**src/rtl/usbphy_seq_pkg.sv**
```systemverilog
package usbphy_seq_pkg;

  localparam int CFG_W      = 32;

  // Configuration word: status, clocking and reset fields
  localparam int B_DET_A    = 31;
  localparam int B_DET_B    = 22;
  localparam int DIV_LO     = 24;
  localparam int DIV_W      = 7;
  localparam int SEL_LO     = 5;
  localparam int SEL_W      = 3;
  localparam int B_CLK_EN   = 8;
  localparam int B_PLL_A    = 19;
  localparam int B_PHY_A    = 18;
  localparam int B_CTL_A    = 17;
  localparam int B_PLL_B    = 13;
  localparam int B_PHY_B    = 12;
  localparam int B_CTL_B    = 11;
  localparam int B_POR_B    = 1;
  localparam int B_POR_A    = 0;

  // Misc word: ID override field
  localparam int B_OVR_EN   = 23;
  localparam int B_OVR_DEV  = 22;

  localparam logic [SEL_W-1:0] SEL_XTAL = '0;

  localparam int STEP_W     = 4;
  localparam int LAST_STEP  = 8;

  typedef enum logic [2:0] {
    ST_IDLE,
    ST_WRITE,
    ST_DWELL,
    ST_CHECK,
    ST_MODE,
    ST_DONE,
    ST_STOP
  } seq_state_e;

  // Pulse groups in the order they are exercised
  typedef enum logic [1:0] {
    GRP_CTL = 2'd0,
    GRP_PLL = 2'd1,
    GRP_PHY = 2'd2,
    GRP_POR = 2'd3
  } rst_grp_e;

  typedef enum logic [1:0] {
    PM_NONE = 2'b00,
    PM_RSVD = 2'b01,
    PM_HOST = 2'b10,
    PM_DEV  = 2'b11
  } port_mode_e;

  function automatic logic [CFG_W-1:0] bit_at(input int pos);
    return CFG_W'(1) << pos;
  endfunction

  function automatic logic [CFG_W-1:0] grp_mask(input rst_grp_e g);
    logic [CFG_W-1:0] m;
    case (g)
      GRP_CTL: m = bit_at(B_CTL_A) | bit_at(B_CTL_B);
      GRP_PLL: m = bit_at(B_PLL_A) | bit_at(B_PLL_B);
      GRP_PHY: m = bit_at(B_PHY_A) | bit_at(B_PHY_B);
      default: m = bit_at(B_POR_A) | bit_at(B_POR_B);
    endcase
    return m;
  endfunction

  localparam logic [CFG_W-1:0] POR_MASK   = (CFG_W'(1) << B_POR_A) | (CFG_W'(1) << B_POR_B);
  localparam logic [CFG_W-1:0] DIV_MASK   = CFG_W'((1 << DIV_W) - 1) << DIV_LO;
  localparam logic [CFG_W-1:0] SEL_MASK   = CFG_W'((1 << SEL_W) - 1) << SEL_LO;
  localparam logic [CFG_W-1:0] RST_A_MASK = (CFG_W'(1) << B_PLL_A) | (CFG_W'(1) << B_PHY_A) |
                                            (CFG_W'(1) << B_CTL_A);
  localparam logic [CFG_W-1:0] RST_B_MASK = (CFG_W'(1) << B_PLL_B) | (CFG_W'(1) << B_PHY_B) |
                                            (CFG_W'(1) << B_CTL_B);
  localparam logic [CFG_W-1:0] CFG_CLR_MASK = DIV_MASK | SEL_MASK | RST_A_MASK | RST_B_MASK | POR_MASK;
  localparam logic [CFG_W-1:0] OVR_MASK   = (CFG_W'(1) << B_OVR_EN) | (CFG_W'(1) << B_OVR_DEV);

endpackage

```
**src/rtl/usbphy_dwell_timer.sv**
```systemverilog
module usbphy_dwell_timer #(
  parameter int DWELL_CYC = 40000
) (
  input  logic clk,
  input  logic rst_n,
  input  logic load_i,
  input  logic clear_i,
  output logic expire_o
);

  localparam int CNT_W = $clog2(DWELL_CYC + 1);
  localparam logic [CNT_W-1:0] LOAD_VAL = CNT_W'(DWELL_CYC);

  logic [CNT_W-1:0] cnt_q, cnt_d;
  logic             cnt_en;

  always_comb begin
    cnt_en = load_i || clear_i || (cnt_q != '0);
    cnt_d  = cnt_q;
    if (clear_i)           cnt_d = '0;
    else if (load_i)       cnt_d = LOAD_VAL;
    else if (cnt_q != '0)  cnt_d = cnt_q - CNT_W'(1);
  end

  always_ff @(posedge clk or negedge rst_n) begin
    if (!rst_n)      cnt_q <= '0;
    else if (cnt_en) cnt_q <= cnt_d;
  end

  assign expire_o = (cnt_q == CNT_W'(1));

  // the window shrinks by one every cycle it is not reloaded or cleared
  p_count_down_r4: assert property (@(posedge clk) disable iff (!rst_n)
    (cnt_q != '0 && !load_i && !clear_i) |=> (cnt_q == $past(cnt_q) - CNT_W'(1)));

  // a clear empties the window on the next cycle
  p_clear_empties_r9: assert property (@(posedge clk) disable iff (!rst_n)
    clear_i |=> (cnt_q == '0));

endmodule

```
**src/rtl/usbphy_cfg_compose.sv**
```systemverilog
module usbphy_cfg_compose
  import usbphy_seq_pkg::*;
#(
  parameter int CLK_DIV_RATIO = 2
) (
  input  logic [CFG_W-1:0]  rd_i,
  input  logic [CFG_W-1:0]  base_i,
  input  logic [STEP_W-1:0] step_i,
  output logic [CFG_W-1:0]  base_o,
  output logic [CFG_W-1:0]  word_o
);

  localparam logic [DIV_W-1:0] DIV_FIELD = DIV_W'(CLK_DIV_RATIO - 1);
  localparam logic [CFG_W-1:0] CLK_SET   = (CFG_W'(DIV_FIELD) << DIV_LO) |
                                           (CFG_W'(SEL_XTAL) << SEL_LO) |
                                           (CFG_W'(1) << B_CLK_EN);

  rst_grp_e grp;

  always_comb begin
    base_o = (rd_i & ~CFG_CLR_MASK) | CLK_SET;
  end

  // Odd steps raise one pulse group, even steps return to the base word
  always_comb begin
    grp = rst_grp_e'(step_i[2:1]);
    if (step_i[0]) word_o = base_i | grp_mask(grp);
    else           word_o = base_i;
  end

endmodule

```
**src/rtl/usbphy_misc_port.sv**
```systemverilog
module usbphy_misc_port
  import usbphy_seq_pkg::*;
(
  input  logic             clk,
  input  logic             rst_n,
  input  logic             load_i,
  input  logic [1:0]       mode_i,
  input  logic             wr_en_i,
  input  logic [CFG_W-1:0] rd_i,
  output logic             wr_o,
  output logic [CFG_W-1:0] wdata_o
);

  port_mode_e       mode_q;
  logic [1:0]       ovr;
  logic [CFG_W-1:0] ovr_bits;

  always_ff @(posedge clk or negedge rst_n) begin
    if (!rst_n)      mode_q <= PM_NONE;
    else if (load_i) mode_q <= port_mode_e'(mode_i);
  end

  always_comb begin
    case (mode_q)
      PM_HOST: ovr = 2'b10;
      PM_DEV:  ovr = 2'b11;
      default: ovr = 2'b00;
    endcase
    ovr_bits = (CFG_W'(ovr[1]) << B_OVR_EN) | (CFG_W'(ovr[0]) << B_OVR_DEV);
    wdata_o  = (rd_i & ~OVR_MASK) | ovr_bits;
    wr_o     = wr_en_i;
  end

  // device selection never appears without the override enable
  p_dev_needs_ovr_r6: assert property (@(posedge clk) disable iff (!rst_n)
    wr_o |-> !(wdata_o[B_OVR_DEV] && !wdata_o[B_OVR_EN]));

  // bits outside the override field pass through unchanged
  p_rmw_keeps_r6: assert property (@(posedge clk) disable iff (!rst_n)
    wr_o |-> (((wdata_o ^ rd_i) & ~OVR_MASK) == '0));

endmodule

```
**src/rtl/usbphy_bringup_seq.sv**
```systemverilog
module usbphy_bringup_seq
  import usbphy_seq_pkg::*;
#(
  parameter int CLK_HZ        = 200_000_000,
  parameter int DWELL_US      = 200,
  parameter int DWELL_CYC     = (CLK_HZ / 1_000_000) * DWELL_US,
  parameter int CLK_DIV_RATIO = 2
) (
  input  logic        clk,
  input  logic        rst_n,
  input  logic        start_i,
  input  logic        stop_i,
  input  logic [1:0]  mode_a_i,
  input  logic [1:0]  mode_b_i,
  input  logic [31:0] cfg_rd_i,
  input  logic [31:0] misc_a_rd_i,
  input  logic [31:0] misc_b_rd_i,
  output logic        cfg_wr_o,
  output logic [31:0] cfg_wdata_o,
  output logic        misc_a_wr_o,
  output logic [31:0] misc_a_wdata_o,
  output logic        misc_b_wr_o,
  output logic [31:0] misc_b_wdata_o,
  output logic        busy_o,
  output logic        done_o,
  output logic        clk_warn_o
);

  localparam int NPORT = 2;

  // Reset: asserted asynchronously, released through two flops
  logic [1:0] rsync_q;
  logic       rst_int_n;

  always_ff @(posedge clk or negedge rst_n) begin
    if (!rst_n) rsync_q <= 2'b00;
    else        rsync_q <= {rsync_q[0], 1'b1};
  end
  assign rst_int_n = rsync_q[1];

  // Sequencer state
  seq_state_e        state_q, state_d;
  logic [STEP_W-1:0] step_q, step_d;
  logic [CFG_W-1:0]  base_q, base_d;
  logic              warn_q, warn_d;
  logic              base_en;

  logic              tmr_load, tmr_clear, tmr_expire;
  logic              mode_load, misc_wr;
  logic [CFG_W-1:0]  base_from_rd, step_word;

  usbphy_dwell_timer #(
    .DWELL_CYC (DWELL_CYC)
  ) u_timer (
    .clk      (clk),
    .rst_n    (rst_int_n),
    .load_i   (tmr_load),
    .clear_i  (tmr_clear),
    .expire_o (tmr_expire)
  );

  usbphy_cfg_compose #(
    .CLK_DIV_RATIO (CLK_DIV_RATIO)
  ) u_compose (
    .rd_i   (cfg_rd_i),
    .base_i (base_q),
    .step_i (step_q),
    .base_o (base_from_rd),
    .word_o (step_word)
  );

  // Per-port misc read-modify-write units
  logic [1:0]       port_mode [NPORT];
  logic [CFG_W-1:0] port_rd   [NPORT];
  logic [CFG_W-1:0] port_wd   [NPORT];
  logic             port_wr   [NPORT];

  assign port_mode[0] = mode_a_i;
  assign port_mode[1] = mode_b_i;
  assign port_rd[0]   = misc_a_rd_i;
  assign port_rd[1]   = misc_b_rd_i;

  for (genvar p = 0; p < NPORT; p++) begin : g_port
    usbphy_misc_port u_port (
      .clk     (clk),
      .rst_n   (rst_int_n),
      .load_i  (mode_load),
      .mode_i  (port_mode[p]),
      .wr_en_i (misc_wr),
      .rd_i    (port_rd[p]),
      .wr_o    (port_wr[p]),
      .wdata_o (port_wd[p])
    );
  end

  assign misc_a_wr_o    = port_wr[0];
  assign misc_a_wdata_o = port_wd[0];
  assign misc_b_wr_o    = port_wr[1];
  assign misc_b_wdata_o = port_wd[1];

  // Next-state logic
  always_comb begin
    state_d   = state_q;
    step_d    = step_q;
    base_d    = base_q;
    base_en   = 1'b0;
    warn_d    = warn_q;
    tmr_load  = 1'b0;
    tmr_clear = 1'b0;
    mode_load = 1'b0;
    misc_wr   = 1'b0;

    if (stop_i && state_q != ST_STOP) begin
      state_d   = ST_STOP;
      tmr_clear = 1'b1;
    end else begin
      case (state_q)
        ST_IDLE: begin
          if (start_i) begin
            state_d   = ST_WRITE;
            step_d    = '0;
            base_d    = base_from_rd;
            base_en   = 1'b1;
            warn_d    = 1'b0;
            mode_load = 1'b1;
          end
        end
        ST_WRITE: begin
          if (step_q == '0) begin
            step_d = STEP_W'(1);
          end else begin
            state_d  = ST_DWELL;
            tmr_load = 1'b1;
          end
        end
        ST_DWELL: begin
          if (tmr_expire) begin
            if (step_q == STEP_W'(LAST_STEP)) begin
              state_d = ST_CHECK;
            end else begin
              state_d = ST_WRITE;
              step_d  = step_q + STEP_W'(1);
            end
          end
        end
        ST_CHECK: begin
          warn_d  = !(cfg_rd_i[B_DET_A] && cfg_rd_i[B_DET_B]);
          state_d = ST_MODE;
        end
        ST_MODE: begin
          misc_wr = 1'b1;
          state_d = ST_DONE;
        end
        ST_DONE: state_d = ST_IDLE;
        ST_STOP: state_d = ST_IDLE;
        default: state_d = ST_IDLE;
      endcase
    end
  end

  // State registers
  always_ff @(posedge clk or negedge rst_int_n) begin
    if (!rst_int_n) begin
      state_q <= ST_IDLE;
      step_q  <= '0;
      warn_q  <= 1'b0;
    end else begin
      state_q <= state_d;
      step_q  <= step_d;
      warn_q  <= warn_d;
    end
  end

  always_ff @(posedge clk or negedge rst_int_n) begin
    if (!rst_int_n)   base_q <= '0;
    else if (base_en) base_q <= base_d;
  end

  // Outputs
  always_comb begin
    cfg_wr_o    = (state_q == ST_WRITE) || (state_q == ST_STOP);
    cfg_wdata_o = (state_q == ST_STOP) ? (cfg_rd_i | POR_MASK) : step_word;
    busy_o      = (state_q != ST_IDLE) && (state_q != ST_STOP);
    done_o      = (state_q == ST_DONE);
    clk_warn_o  = warn_q;
  end

  // the dwell timer only runs out while the sequencer is dwelling
  p_expire_in_dwell_r4: assert property (@(posedge clk) disable iff (!rst_int_n)
    tmr_expire |-> (state_q == ST_DWELL));

  // at most one pulse group per port in any chain write
  p_one_group_r3: assert property (@(posedge clk) disable iff (!rst_int_n)
    (cfg_wr_o && state_q != ST_STOP) |-> ($countones(cfg_wdata_o & (RST_A_MASK | bit_at(B_POR_A))) <= 1));

  // both ports carry the same pulse pattern in every chain write
  p_ports_paired_r3: assert property (@(posedge clk) disable iff (!rst_int_n)
    (cfg_wr_o && state_q != ST_STOP) |->
      ({cfg_wdata_o[B_CTL_A], cfg_wdata_o[B_PLL_A], cfg_wdata_o[B_PHY_A], cfg_wdata_o[B_POR_A]} ==
       {cfg_wdata_o[B_CTL_B], cfg_wdata_o[B_PLL_B], cfg_wdata_o[B_PHY_B], cfg_wdata_o[B_POR_B]}));

  // done never lasts two cycles and is followed by idle
  p_done_single_r7: assert property (@(posedge clk) disable iff (!rst_int_n)
    done_o |=> (!done_o && !busy_o));

  // a start while busy does not end the sequence
  p_start_ignored_r8: assert property (@(posedge clk) disable iff (!rst_int_n)
    (busy_o && !done_o && start_i && !stop_i) |=> busy_o);

  // a stop is followed by the power-on-reset write
  p_stop_por_r9: assert property (@(posedge clk) disable iff (!rst_int_n)
    (stop_i && state_q != ST_STOP) |=> (cfg_wr_o && (cfg_wdata_o[B_POR_A] && cfg_wdata_o[B_POR_B])));

  // misc writes happen only once the clock check is complete
  p_misc_after_check_r6: assert property (@(posedge clk) disable iff (!rst_int_n)
    misc_a_wr_o |-> ($past(state_q) == ST_CHECK));

endmodule

```
**config.mk**
```make
export PLATFORM = sky130hd
export DESIGN_NAME = usbphy_bringup_seq
export DESIGN_NICKNAME = d
export VERILOG_FILES = /design/src/rtl/usbphy_seq_pkg.sv /design/src/rtl/usbphy_dwell_timer.sv /design/src/rtl/usbphy_cfg_compose.sv /design/src/rtl/usbphy_misc_port.sv /design/src/rtl/usbphy_bringup_seq.sv
export SDC_FILE = /design/constraint.sdc
export NUM_CORES = 1
export LEC_CHECK = 0
export ABC_AREA = 1
export BUFFER_PORTS_ARGS = -buffer_cell sky130_fd_sc_hd__buf_2
export CAP_MARGIN = 20
export CORE_AREA = 3 3 95 97
export DETAILED_ROUTE_END_ITERATION = 10
export DIE_AREA = 0 0 98 100
export PLACE_DENSITY = 0.75
export SYNTH_ARGS = -nofsm -noshare
export SYNTH_HDL_FRONTEND = slang
export SYNTH_SLANG_ARGS = --single-unit
```
**constraint.sdc**
```tcl
create_clock -name clk -period 1.3 [get_ports clk]
set_input_delay 0.26 -clock clk [delete_from_list [all_inputs] [get_ports clk]]
set_output_delay 0.26 -clock clk [all_outputs]
set_load 0.05 [all_outputs]
```
## Word level (Yosys, flattened, before mapping)

Index checks and enable logic that the tools add are counted.
Widths: inputs -> output; s select.

- Flip-flop bits (word level): 45
- Latch bits: 0
- Memory bits (writable): 0
- ROM bits: 0
- Input bits: 104
- Output and inout bits: 102
- Memories: 0

- $add $sub $neg: 2
- Multipliers: 0
- Divide/modulo/power cells: 0
- Order comparisons: 0
- Equal/unequal tests: 22
- Shift operators: 0
- Muxes and demuxes: 31
- Bitwise gates (word level): 6
- Reduce and logical (&&, ||, !) cells: 20

Operators with widths:

| operator | count |
|---|---|
| $mux 32 | 3 |
| $or 32x32->32 | 3 |
| $pmux 20 s3 | 1 |
| $mux 16 | 3 |
| $or 24x23->24 | 2 |
| $eq 16x1->1 const B | 1 |
| $mux 4 | 4 |
| $reduce_bool 16->1 | 1 |
| $sub 16x1->16 const B | 1 |
| $pmux 3 s5 | 1 |
| $mux 3 | 4 |
| $ne 3x3->1 const B | 4 |
| $pmux 4 s3 | 1 |
| $eq 2x2->1 const B | 5 |
| $mux 1 | 10 |
| $eq 3x3->1 const B | 3 |
| $reduce_bool 3->1 | 3 |
| $ne 2x2->1 const B | 4 |
| $pmux 2 s2 | 2 |
| $eq 3x2->1 const B | 2 |
| $reduce_and 3->1 | 2 |
| $reduce_and 6->1 | 1 |
| $add 4x1->4 const B | 1 |
| $eq 4x4->1 const B | 1 |
| other kinds (14) | 18 |

## Longest topological paths before layout

- Depth after elaboration: 7
- Gate-level depth with buffers: 11
- Mapped depth without buffers: 10

## Cells and area by module

A second synthesis with hierarchy kept.

- Cell total of the unflattened synthesis: 642
- Area, all modules: 4495.6 um2

By module, submodules not included:

| module | times used | cells an instance | area each (um2) | seq. area each (um2) |
|---|---|---|---|---|
| usbphy_bringup_seq | 1 | 325 | 2275.9 | 1051.0 |
| usbphy_dwell_timer | 1 | 150 | 1061.0 | 400.4 |
| usbphy_misc_port | 2 | 43 | 320.3 | 50.0 |
| usbphy_cfg_compose | 1 | 81 | 518.0 | 0.0 |

## Worst setup path before layout

Ideal clock, no wire load.

- Path kind: flip-flop to output port
- Start: register state_q[0]
- End: output port cfg_wdata_o[2]
- Arrival time: 1.972 ns
- Slack: -0.932 ns
- Cell stages (with the launch flop): 5
- Buffers on the path: 1
- Cell sequence: dfrtp_1 > inv_2 > nand3_4 > clkbuf_1 > o21ai_0

- Longest elaborated chain between the ends: 2

Ends and longest elaborated chain:

| what | line | text |
|---|---|---|
| from (decl) | usbphy_bringup_seq.sv:42 | `seq_state_e state_q, state_d;` |
| from (signal assigned) | usbphy_bringup_seq.sv:168 | `state_q <= state_d;` |
| $eq 3x3->1 | usbphy_bringup_seq.sv:182 | `cfg_wdata_o = (state_q == ST_STOP) ? (cfg_rd_i \| POR_MASK) : step_word;` |
| $mux 32 | usbphy_bringup_seq.sv:182 |  |
| to (decl) | usbphy_bringup_seq.sv:19 | `output logic [31:0] cfg_wdata_o,` |

Every way passes these cells.

## Worst setup path after layout

- Start: register state_q[0]
- End: output port cfg_wdata_o[3]

Same word-level chain as after synthesis.

==> reports/qor.yml <==
fp.dieH_um: 100
worst-path-buf-inv: 4
portBuffers: 79
syn_inst: 443
syn_to_final_growth_pct: 60.4
critical_path_class: "flop to output pin"
fin_crit_sh_pct: 139
required_ns: 1.04
cts-root-buf: "clkbuf_8"
grt_usage_pct: 20.0
setup_tns_ns: -29.53
end_kind: "output pin"
startpoint_type: "flop"
cts_buffers: 5
nNetsFinal: 650
num_antenna_cells: 0
violations: "setup timing"
synth_edf_count: 0
vias: 3344
path_clk_slew_ns: 0.09
status: "complete, but fails checks"
cp_cell_sequence: "inv_4, nand3_4, buf_6, clkbuf_16, o21ai_4, buf_8"
path_max_fanout: 5
synth-main-ff-cell: "dfrtp_1"
arrival_ns: 1.55
drc: 0
yosys.area.top_type_share_pct: 34.7
pre_cts_slack_ns: -0.307
cap_violations: 0
viasPerCell: 5.16
grt_overflow_total: 0
dp.cells: 618
clk_path_buf_depth: 2
hpwl_mm: 6.32
rsz0062_at_grt: "yes"
routed_wl_mm: 10.7
skew_ns: 0.0110
ios: 206
synth.distinct_cells: 30
synth_top_cells_by_count: "nand2_1 (108), buf_4 (64), inv_1 (51), nor2_1 (49), dfrtp_1 (44)"
grt_max_degree: 28
min_path_type: "primary input to flop"
timing.final.ws_setup_ns: -0.508
power_leakage_nw: 2.63
syn-num-nets: 551
antenna_left: 0
yosysMostFrequentCell: "nand2_1"
cts_tree: "built"
die_w_um: 98
gp_congestion: 0.925
setup_viol: 78
syn_area_mm2: 0.00318
drive_gt1_share_pct: 53.8
num-fill-cells: 568
fin_cells: 648
yosysWarnings: 0
rows: 33
clock_latency_ns: 0.31
coreArea_mm2: 0.00822
crit_family: "buffers and inverters"
synthTopCellsByArea: "dfrtp_1 (35%), buf_4 (15%), nand2_1 (13%)"
wire_per_inst_um: 16.6
clkSinkCount: 44
slowest_stage: "dfrtp_2"
syn_area_per_cell_um2: 7.17
dr.pass1.iters: 5
period_minus_slack_ns: 1.81
grt_pass1_vias: 3366
finalPower_mw: 16.4
synth-seq-cells: 44
antenna_found_initial: 0
cts.htree.levels: 2
grt_pass1_wl_mm: 16.0
initial_utilization_pct: 38.6
synthArstFlopShare_pct: 100
peakVddDrop_uv: 2540
synth-seq-area-share_pct: 34.7
slowest_delay_ns: 0.43
hold_viol_final: 0
fmax_mhz: 553
drt_first_iter_violations: 141
synth_top_cell_by_area: "dfrtp_1"
power_density_mw_per_mm2: 3230
fp.dieArea_mm2: 0.00980
slew_viol_final: 0
## sequential cells by signal, indices dropped and copies added, names as in the netlist
register,flops
u_timer.cnt_q,16
base_q,14
g_port.u_port.mode_q,4
step_q,4
state_q,3
rsync_q,2
clk_warn_o,1
## logic make-up after synthesis
group / after synthesis / synth area share [%]
adder cells (fa/ha/maj): 4 / 1.58
buffers and inverters: 130 / 23.0
flip-flops: 44 / 34.7
other: 1 / 0.118
AND/OR/NAND/NOR: 213 / 32.0
XOR/XNOR: 3 / 0.828
AO/OA/AOI/OAI: 48 / 7.72
## through the flow
stage	cell area [um2]	utilization (%)	hold WS, ns
3_5_place_dp	4130	50.3	0.0492
4_1_cts	4820	58.6	0.175
5_1_grt	5090	62.0	0.190
6_report	5090	62.0	0.177
2_1_floorplan	3610	-	-0.0356
3_3_place_gp	4130	50.3	0.0469
## layout by cell type, fill, tap and decap left out, types with 2 or more instances in the layout
cell type  netlist  layout
xor2_1           3       3
nand3_4          3       7
dfrtp_1         44      40
o21ai_1         23      22
nor2_1          49      21
a21oi_2          0       6
nor3_4           0       2
nand2_4          1      11
nand2_2          6      24
buf_12           0      11
nand3_1         18      11
nand3_2          1       5
dfrtp_2          0       4
nand2_1        108      78
nand4_1         11      11
ha_4             0       2
nor2_8           2       2
nor2_2           2       8
nor2_4           1      23
nand2_8          1       3
buf_6            0      24
ha_1             4       2
inv_2            6       5
a21oi_1          9       3
clkbuf_8         0       6
o21ai_4          0      13
inv_4            0       4
buf_4           64      68
inv_1           51      48
nand3b_1         5       5
buf_8            0      17
buf_2            3      40
clkbuf_16        0       2
## per-layer routing
metal	up-vias	global-route usage [%]	share of wire (%)
met4	0	11.2	3.9
met3	52	3.96	5.5
met1	1624	22.4	37
met2	143	35.4	54
met5	-	0	0
li1	1525	-	-
## area by class of cell
type                       count  area, um2  share of cell area [%]
inverter                      57        224                    4.40
sequential                    44       1110                    21.7
timing repair buffer         164       1540                    30.3
clock inverter                 2       38.8                   0.762
multi-input combinational    270       1970                    38.6
clock buffer                   6       82.6                    1.62
tap                          105        131                    2.58
## timing repair
action | 4_1_cts | 5_1_grt
endpoints found under the setup margin | 80 | 80
pin swaps | 12 | 9
cloned | 2 | 2
resized for setup | 130 | 42
hold buffers | 1 | 0
endpoints found under the hold margin | 2 | 0
buffers inserted | 9 | 9
## worst paths after layout
kind / start / to / slack (ns) / cells after the start
max: state_q[0] / cfg_wdata_o[3] / -0.51 / 6
min: mode_a_i[1] / g_port[0].u_port.mode_q[1] / 0.18 / 3
max reg2reg: state_q[0] / base_q[23] / -0.40 / 9
min reg2reg: rsync_q[1] / u_timer.cnt_q[11] / 0.21 / 1
max in group asynchronous: rsync_q[1] / state_q[2] / 0.74 / 1
min in group asynchronous: rsync_q[1] / u_timer.cnt_q[11] / 0.21 / 1
## power breakdown
part / internal, mW / switching (mW)
combinational: 5.42 / 7.41
sequential: 1.93 / 0.512
clock: 0.629 / 0.522
## tightest hold or removal path, cell delays in order
cell	delay, ns
buf_2	0.10
inv_1	0.04
o21ai_1	0.06
No activity file was read; power rests on OpenSTA's default activity.
